==> src/rtl/mhf_pkg.sv <==
package mhf_pkg;

    localparam int ADDR_BYTES = 6;
    localparam int WSEL_W     = 4;
    localparam int BSEL_W     = 4;
    localparam int TBL_WORDS  = 1 << WSEL_W;
    localparam int WORD_W     = 1 << BSEL_W;
    localparam logic [31:0] CRC_POLY = 32'hEDB88320;

    typedef logic [7:0]  octet_t;
    typedef logic [31:0] crc_t;

    typedef struct packed {
        logic [WSEL_W-1:0] word;
        logic [BSEL_W-1:0] bitsel;
    } tbl_idx_t;

    // one byte of a reflected CRC, LSB first
    function automatic crc_t crc_step(input crc_t cur, input octet_t data, input crc_t poly);
        crc_t c;
        c = cur ^ {24'h0, data};
        for (int k = 0; k < 8; k++) begin
            c = c[0] ? ((c >> 1) ^ poly) : (c >> 1);
        end
        return c;
    endfunction

    // table index of the all-ones broadcast address
    function automatic tbl_idx_t bcast_index(input crc_t poly, input int nbytes);
        crc_t c;
        c = '1;
        for (int k = 0; k < nbytes; k++) begin
            c = crc_step(c, 8'hFF, poly);
        end
        return tbl_idx_t'(c[WSEL_W+BSEL_W-1:0]);
    endfunction

endpackage

==> src/rtl/mhf_addr_hasher.sv <==
module mhf_addr_hasher #(
    parameter int          NBYTES = mhf_pkg::ADDR_BYTES,
    parameter logic [31:0] POLY   = mhf_pkg::CRC_POLY
) (
    input  logic              clk,
    input  logic              rst,
    input  logic              in_valid,
    input  logic [7:0]        in_byte,
    output logic              out_done,
    output mhf_pkg::tbl_idx_t out_idx
);
    import mhf_pkg::*;

    localparam int            CW   = $clog2(NBYTES);
    localparam logic [CW-1:0] LAST = CW'(NBYTES - 1);
    localparam int            IW   = WSEL_W + BSEL_W;

    logic [CW-1:0] pos;
    crc_t          crc;
    crc_t          seed;
    crc_t          crc_nxt;

    always_comb begin
        seed    = (pos == '0) ? '1 : crc;
        crc_nxt = crc_step(seed, in_byte, POLY);
    end

    always_ff @(posedge clk) begin
        if (rst) begin
            pos      <= '0;
            crc      <= '1;
            out_done <= 1'b0;
            out_idx  <= '0;
        end else begin
            out_done <= 1'b0;
            if (in_valid) begin
                crc <= crc_nxt;
                if (pos == LAST) begin
                    pos      <= '0;
                    out_done <= 1'b1;
                    out_idx  <= tbl_idx_t'(crc_nxt[IW-1:0]);
                end else begin
                    pos <= pos + 1'b1;
                end
            end
        end
    end

    a_r2_pos_in_range: assert property (@(posedge clk) disable iff (rst)
        pos <= LAST);

    a_r2_done_single: assert property (@(posedge clk) disable iff (rst)
        out_done |=> !out_done);

endmodule

==> src/rtl/mhf_station_match.sv <==
module mhf_station_match #(
    parameter int NBYTES = mhf_pkg::ADDR_BYTES,
    localparam int SW    = $clog2(NBYTES)
) (
    input  logic          clk,
    input  logic          rst,
    input  logic          cfg_we,
    input  logic [SW-1:0] cfg_sel,
    input  logic [7:0]    cfg_byte,
    input  logic          in_valid,
    input  logic [7:0]    in_byte,
    output logic          out_group,
    output logic          out_match
);
    localparam logic [SW-1:0] LAST = SW'(NBYTES - 1);

    logic [NBYTES-1:0][7:0] sta;
    logic [SW-1:0]          pos;
    logic                   run_q;
    logic                   run_nxt;
    logic                   grp_q;
    logic                   grp_nxt;

    always_comb begin
        run_nxt = ((pos == '0) ? 1'b1 : run_q) & (in_byte == sta[pos]);
        grp_nxt = (pos == '0) ? in_byte[0] : grp_q;
    end

    always_ff @(posedge clk) begin
        if (rst) begin
            sta <= '0;
        end else if (cfg_we && (cfg_sel <= LAST)) begin
            sta[cfg_sel] <= cfg_byte;
        end
    end

    always_ff @(posedge clk) begin
        if (rst) begin
            pos       <= '0;
            run_q     <= 1'b0;
            grp_q     <= 1'b0;
            out_group <= 1'b0;
            out_match <= 1'b0;
        end else if (in_valid) begin
            run_q <= run_nxt;
            grp_q <= grp_nxt;
            if (pos == LAST) begin
                pos       <= '0;
                out_group <= grp_nxt;
                out_match <= run_nxt;
            end else begin
                pos <= pos + 1'b1;
            end
        end
    end

    a_r9_bad_sel_ignored: assert property (@(posedge clk) disable iff (rst)
        (cfg_we && (cfg_sel > LAST)) |=> $stable(sta));

    a_r7_pos_in_range: assert property (@(posedge clk) disable iff (rst)
        pos <= LAST);

endmodule

==> src/rtl/mhf_hash_table.sv <==
module mhf_hash_table #(
    parameter logic [31:0] POLY   = mhf_pkg::CRC_POLY,
    parameter int          NBYTES = mhf_pkg::ADDR_BYTES
) (
    input  logic                            clk,
    input  logic                            rst,
    input  logic                            rebuild,
    input  logic                            wr_en,
    input  logic [mhf_pkg::WSEL_W-1:0]      wr_idx,
    input  logic [mhf_pkg::WORD_W-1:0]      wr_data,
    input  logic                            op_done,
    input  mhf_pkg::tbl_idx_t               op_idx,
    input  logic                            op_set,
    input  logic                            all_multi,
    input  logic [mhf_pkg::WSEL_W-1:0]      rd_idx,
    output logic [mhf_pkg::WORD_W-1:0]      rd_data,
    input  mhf_pkg::tbl_idx_t               look_idx,
    output logic                            look_hit
);
    import mhf_pkg::*;

    typedef logic [TBL_WORDS-1:0][WORD_W-1:0] tbl_t;

    localparam tbl_idx_t BC = bcast_index(POLY, NBYTES);

    function automatic tbl_t init_tbl();
        tbl_t t;
        t = '0;
        t[BC.word][BC.bitsel] = 1'b1;
        return t;
    endfunction

    localparam tbl_t INIT = init_tbl();

    tbl_t tbl;
    tbl_t tbl_nxt;

    always_comb begin
        tbl_nxt = tbl;
        if (wr_en) begin
            tbl_nxt[wr_idx] = wr_data;
        end
        if (op_done) begin
            tbl_nxt[op_idx.word][op_idx.bitsel] = op_set;
        end
        if (rebuild) begin
            tbl_nxt = INIT;
        end
    end

    always_ff @(posedge clk) begin
        if (rst) begin
            tbl <= INIT;
        end else begin
            tbl <= tbl_nxt;
        end
    end

    always_comb begin
        rd_data  = all_multi ? '1 : tbl[rd_idx];
        look_hit = all_multi | tbl[look_idx.word][look_idx.bitsel];
    end

    a_r5_rebuild_one_bit: assert property (@(posedge clk) disable iff (rst)
        rebuild |=> ($countones(tbl) == 1));

    a_r10_rebuild_beats_write: assert property (@(posedge clk) disable iff (rst)
        (rebuild && wr_en) |=> (tbl == INIT));

    a_r4_hash_op_applied: assert property (@(posedge clk) disable iff (rst)
        (op_done && !rebuild) |=>
            (tbl[$past(op_idx.word)][$past(op_idx.bitsel)] == $past(op_set)));

    a_r3_word_written: assert property (@(posedge clk) disable iff (rst)
        (wr_en && !rebuild && !(op_done && (op_idx.word == wr_idx))) |=>
            (tbl[$past(wr_idx)] == $past(wr_data)));

endmodule

==> src/rtl/mhf_addr_filter.sv <==
module mhf_addr_filter #(
    parameter int          ADDR_BYTES = mhf_pkg::ADDR_BYTES,
    parameter logic [31:0] POLY       = mhf_pkg::CRC_POLY,
    localparam int         SEL_W      = $clog2(ADDR_BYTES)
) (
    input  logic                       clk,
    input  logic                       rst,
    input  logic                       promisc,
    input  logic                       all_multi,
    input  logic                       rebuild,
    input  logic                       tbl_wr_en,
    input  logic [mhf_pkg::WSEL_W-1:0] tbl_wr_idx,
    input  logic [mhf_pkg::WORD_W-1:0] tbl_wr_data,
    input  logic [mhf_pkg::WSEL_W-1:0] tbl_rd_idx,
    output logic [mhf_pkg::WORD_W-1:0] tbl_rd_data,
    input  logic                       sta_wr_en,
    input  logic [SEL_W-1:0]           sta_wr_sel,
    input  logic [7:0]                 sta_wr_byte,
    input  logic                       hp_valid,
    input  logic [7:0]                 hp_byte,
    input  logic                       hp_set,
    input  logic                       da_valid,
    input  logic [7:0]                 da_byte,
    output logic                       dec_valid,
    output logic                       dec_accept
);
    import mhf_pkg::*;

    logic     da_done;
    tbl_idx_t da_idx;
    logic     hp_done;
    tbl_idx_t hp_idx;
    logic     hp_set_q;
    logic     da_group;
    logic     da_match;
    logic     da_hit;

    // frame path hash
    mhf_addr_hasher #(.NBYTES(ADDR_BYTES), .POLY(POLY)) u_da_hash (
        .clk      (clk),
        .rst      (rst),
        .in_valid (da_valid),
        .in_byte  (da_byte),
        .out_done (da_done),
        .out_idx  (da_idx)
    );

    // host path hash
    mhf_addr_hasher #(.NBYTES(ADDR_BYTES), .POLY(POLY)) u_hp_hash (
        .clk      (clk),
        .rst      (rst),
        .in_valid (hp_valid),
        .in_byte  (hp_byte),
        .out_done (hp_done),
        .out_idx  (hp_idx)
    );

    always_ff @(posedge clk) begin
        if (rst) begin
            hp_set_q <= 1'b0;
        end else if (hp_valid) begin
            hp_set_q <= hp_set;
        end
    end

    mhf_station_match #(.NBYTES(ADDR_BYTES)) u_sta (
        .clk       (clk),
        .rst       (rst),
        .cfg_we    (sta_wr_en),
        .cfg_sel   (sta_wr_sel),
        .cfg_byte  (sta_wr_byte),
        .in_valid  (da_valid),
        .in_byte   (da_byte),
        .out_group (da_group),
        .out_match (da_match)
    );

    mhf_hash_table #(.POLY(POLY), .NBYTES(ADDR_BYTES)) u_tbl (
        .clk       (clk),
        .rst       (rst),
        .rebuild   (rebuild),
        .wr_en     (tbl_wr_en),
        .wr_idx    (tbl_wr_idx),
        .wr_data   (tbl_wr_data),
        .op_done   (hp_done),
        .op_idx    (hp_idx),
        .op_set    (hp_set_q),
        .all_multi (all_multi),
        .rd_idx    (tbl_rd_idx),
        .rd_data   (tbl_rd_data),
        .look_idx  (da_idx),
        .look_hit  (da_hit)
    );

    always_comb begin
        dec_valid  = da_done;
        dec_accept = da_done & (promisc | (da_group ? da_hit : da_match));
    end

endmodule

==> config.mk <==
export PLATFORM = sky130hd
export DESIGN_NAME = mhf_addr_filter
export DESIGN_NICKNAME = d
export VERILOG_FILES = /design/src/rtl/mhf_pkg.sv /design/src/rtl/mhf_addr_hasher.sv /design/src/rtl/mhf_station_match.sv /design/src/rtl/mhf_hash_table.sv /design/src/rtl/mhf_addr_filter.sv
export SDC_FILE = /design/constraint.sdc
export NUM_CORES = 1
export LEC_CHECK = 0
export ABC_AREA = 0
export BUFFER_PORTS_ARGS = -buffer_cell sky130_fd_sc_hd__buf_2
export CAP_MARGIN = 0
export CORE_MARGIN = 3
export CORE_UTILIZATION = 56
export DETAILED_ROUTE_END_ITERATION = 16
export GPL_TIMING_DRIVEN = 0
export PLACE_DENSITY = 0.73
export SETUP_SLACK_MARGIN = 0.15
export SLEW_MARGIN = 10
export SYNTH_ARGS = -nofsm -noshare
export SYNTH_HDL_FRONTEND = slang
export SYNTH_HIERARCHICAL = 1
export SYNTH_SLANG_ARGS = --single-unit
export TNS_END_PERCENT = 10
==> constraint.sdc <==
create_clock -name clk -period 3.67 [get_ports clk]
set_input_delay 0.734 -clock clk [delete_from_list [all_inputs] [get_ports clk]]
set_output_delay 0.734 -clock clk [all_outputs]
set_load 0.05 [all_outputs]
==> results.yml <==
worst_setup_path:
  slowest_stage: "or4_4"
  slowest_delay_ns: 0.54
  worst_setup_path_start_kind: "register"
  crit_fanout: 6
  worstRegToRegCells: 8
  critPathBufInv: 4
  rrSetupSlack_ns: 0.21
  worst_ep_arrival_time_ns: 3.68
  cp-end-kind: "primary output"
  cpLargestDelayFamily: "compound AO/OA/AOI/OAI gates"
  crit_type: "register to primary output"
  worst-path-stages: 11
  crit_path_frequent_cell: "buf_12"
  crit_chain: "buf_12 > buf_12 > buf_4 > mux4_2 > o22ai_2 > nor3_1 > or4_4 > a32o_2 > mux2_4 > o21a_1 > buf_6"
  cp.required_ns: 2.94
logic_synthesis:
  async_flop_share_pct: 0
  ys_seq_area_share_pct: 32.51
  synth-seq-cells: 400
  synth_edf_count: 0
  synth_top_cells_by_count: "dfxtp_1, nand2_1, nor2_1"
  synth_top_area_share_pct: 32.51
  yosysMostFrequentCell: "dfxtp_1"
  synthesis.area_um2: 24630
  synth_area_leaders: "dfxtp_1, mux4_2, mux2i_1"
  post-synth-top-area-cell: "dfxtp_1"
  synth_nets: 2743
  yosysWarnings: 6
  synth_flop_cell: "dfxtp_1"
  synth_area_per_cell_um2: 9.183
  ys_types: 61
  synthCells: 2682
place:
  hpwl_mm: 69.27
  dp.cells: 3338
  routabilityCongestion: 1.014
  io_buffers: 71
  placed_cell_area_um2: 25720
floorplan:
  die-area_um2: 46530
  initial_utilization_pct: 56.92
  die_h_um: 215.7
  die_x_um: 215.7
  num_rows: 76
  core_area_um2: 43270
  ios: 79
final_layout:
  instances_no_fill: 3429
  area_growth_pct: 12.45
  postLayoutCoreUtil_pct: 64.01
  nets: 2871
  layout-drive-gt1-share_pct: 15.24
  final_area_um2: 27690
drt:
  post_drt_wl_per_cell_um: 28.73
  postRouteWirelength_mm: 98.51
  dr_wl_met3_mm: 13.10
  first_iter_violations: 3168
  drc: 0
  maxUsedRoutingLayer: "met5"
  wl_met1_mm: 36.95
  dr.pass1.iters: 8
  vias_per_cell: 7.075
  dr_total_vias: 24260
  met2_wirelength_mm: 40.99
  ant_nets: 0
clocking:
  cts_made_buffers: 45
  clkSinkCount: 400
  cts_tree: "done"
  htreeDepth: 2
  cts.clk_slew.worst_paths_ns: 0.06
  insertion_delay_ns: 0.59
  root_buffer: "clkbuf_16"
  cts_max_path_buffers: 3
global_route:
  grt_pass1_wl_mm: 143.8
  grtUsageTotal_pct: 40.84
  grt_max_degree: 16
  grt_overflow: 0
  grt_pass1_vias: 22960
  grt_antenna_before_repair: 5
power:
  internal_power_mw: 8.285
  netSwitchingPower_mw: 3.457
  combPwrFrac_pct: 19.8
  power_mw: 11.74
  cellLeakagePower_nw: 9.610
  switching_share_pct: 29.44
  clkPwrFrac_pct: 40.5
  power_density_nw_per_um2: 424.0
  peakVddDrop_mv: 0.3578
  pwr-share-seq_pct: 39.7
timing:
  min_period_ns: 4.415
  finalSetupViolCount: 17
  tightest_slew_ns: 1.476
  fin_skew_ns: 0.01762
  hold_violations: 0
  grt_setup_unrepaired: "true"
  relSlewSlack_pct: 1.206
  slew_violations: 0
  fmax_mhz: 226.5
  finalCritPeriodShare_pct: 120.3
  whs_ns: 0.3867
  layout_setup_ws_ns: -0.7453
outcome:
  violations: "max-capacitance violations, negative setup slack"
  status: "complete, but fails checks"
job:
  drv_cap: 1
min_path:
  worstHoldPathType: "input port to register"
  hold_depth: 3
power by group through the flow:
stage                     Sequential [mW]  Combinational, mW  Clock (mW)
after floorplan                      4.72               1.71           0
after global placement               4.75               2.21           0
after detailed placement             4.75               2.25           0
after CTS                            4.66               2.27        4.76
after global routing                 4.68               2.45        4.95
final                                4.66               2.32        4.76
sequential cells by signal (all words and copies together) (netlist names):
signal and flops:
u_da_hash/out_idx 8, u_sta/out_group 1, u_sta/grp_q 1, u_hp_hash/crc 32, hp_set_q 1, u_hp_hash/pos 3
u_sta/out_match 1, u_sta/run_q 1, u_hp_hash/out_done 1, u_da_hash/pos 3, u_sta/pos 3, u_da_hash/out_done 1
u_da_hash/crc 32, u_tbl/tbl 256, u_hp_hash/out_idx 8, u_sta/sta 48
worst paths after layout:
kind	start	end
max	u_da_hash/out_idx[4]$_SDFFE_PP0P_	dec_accept
min	hp_set	hp_set_q$_SDFFE_PP0P_
max reg2reg	u_hp_hash/out_idx[6]$_SDFFE_PP0P_	u_tbl/tbl[124]$_SDFF_PP0_
min reg2reg	u_sta/sta[4]$_SDFFE_PP0P_	u_sta/sta[4]$_SDFFE_PP0P_
area by class of cell:
class	count	area, um2
diodes	3	7.507
flip-flops and latches	400	8011
well taps	585	732.0
clock buffers	64	1308
fillers	3646	15570
plain buffers	261	1272
clock inverters	14	205.2
multi-input cells	2012	15580
inverters	9	33.78
repair buffers	81	539.3
cell families after synthesis:
group,after synthesis,share of synthesized area [%]
AOI/OAI and AO/OA,642,19.28
xor gates and xnor gates,144,5.893
buffers and inverters,270,4.567
DFF,400,32.51
muxes,396,23.09
and+or+nand+nor,830,14.66
repair_timing:
item	in CTS	in global routing
hold buffers	0	0
pin swaps	5	9
endpoints found under the setup margin	17	17
gates cloned	3	0
setup buffers	2	5
hold endpoints to repair	0	0
gates resized for setup	76	19
stage by stage:
step	setup TNS (ns)	worst slack [ns]
after CTS	-2.014	-0.7199
after global placement	-10.37	-1.159
after global routing	-3.179	-0.7580
after detailed placement	-10.97	-1.150
final	-2.713	-0.7453
after floorplan	0	0.1636
metal layers:
metal,vias to the layer above,track usage [%]
li1,10190,-
met1,11670,53.74
met3,487,11.29
met5,-,0
met2,1912,58.83
met4,4,27.01
worst register-to-register path, cell delays in order (launching register included):
cell      delay [ns]
dfxtp_1         0.32
clkbuf_1        0.31
nand2b_1        0.10
clkbuf_1        0.15
nor2_1          1.11
nand2_1         0.57
clkbuf_1        0.40
o21ai_0         0.27
o311a_1         0.18
cells in the final DEF, fill, tap and decap left out, types with 9 or more instances in the layout:
cell,count
nor4b_1,16
and2_1,24
nor2b_1,13
mux4_2,125
nor3_1,33
nor2_1,290
xnor2_2,18
o21ai_0,211
a211oi_4,12
clkbuf_16,45
nand3_1,25
xor2_1,23
a21oi_1,71
dfxtp_1,399
buf_4,10
clkbuf_1,190
nand2_1,348
a22oi_1,20
clkbuf_8,12
or2_2,21
o311a_1,129
buf_6,11
xnor2_1,99
mux2i_1,258
buf_1,15
nand2b_1,17
a211oi_1,59
buf_2,97
inv_1,9
o211ai_1,13
clkbuf_2,11
a311oi_1,81
Power figures use the tool's default switching activity.
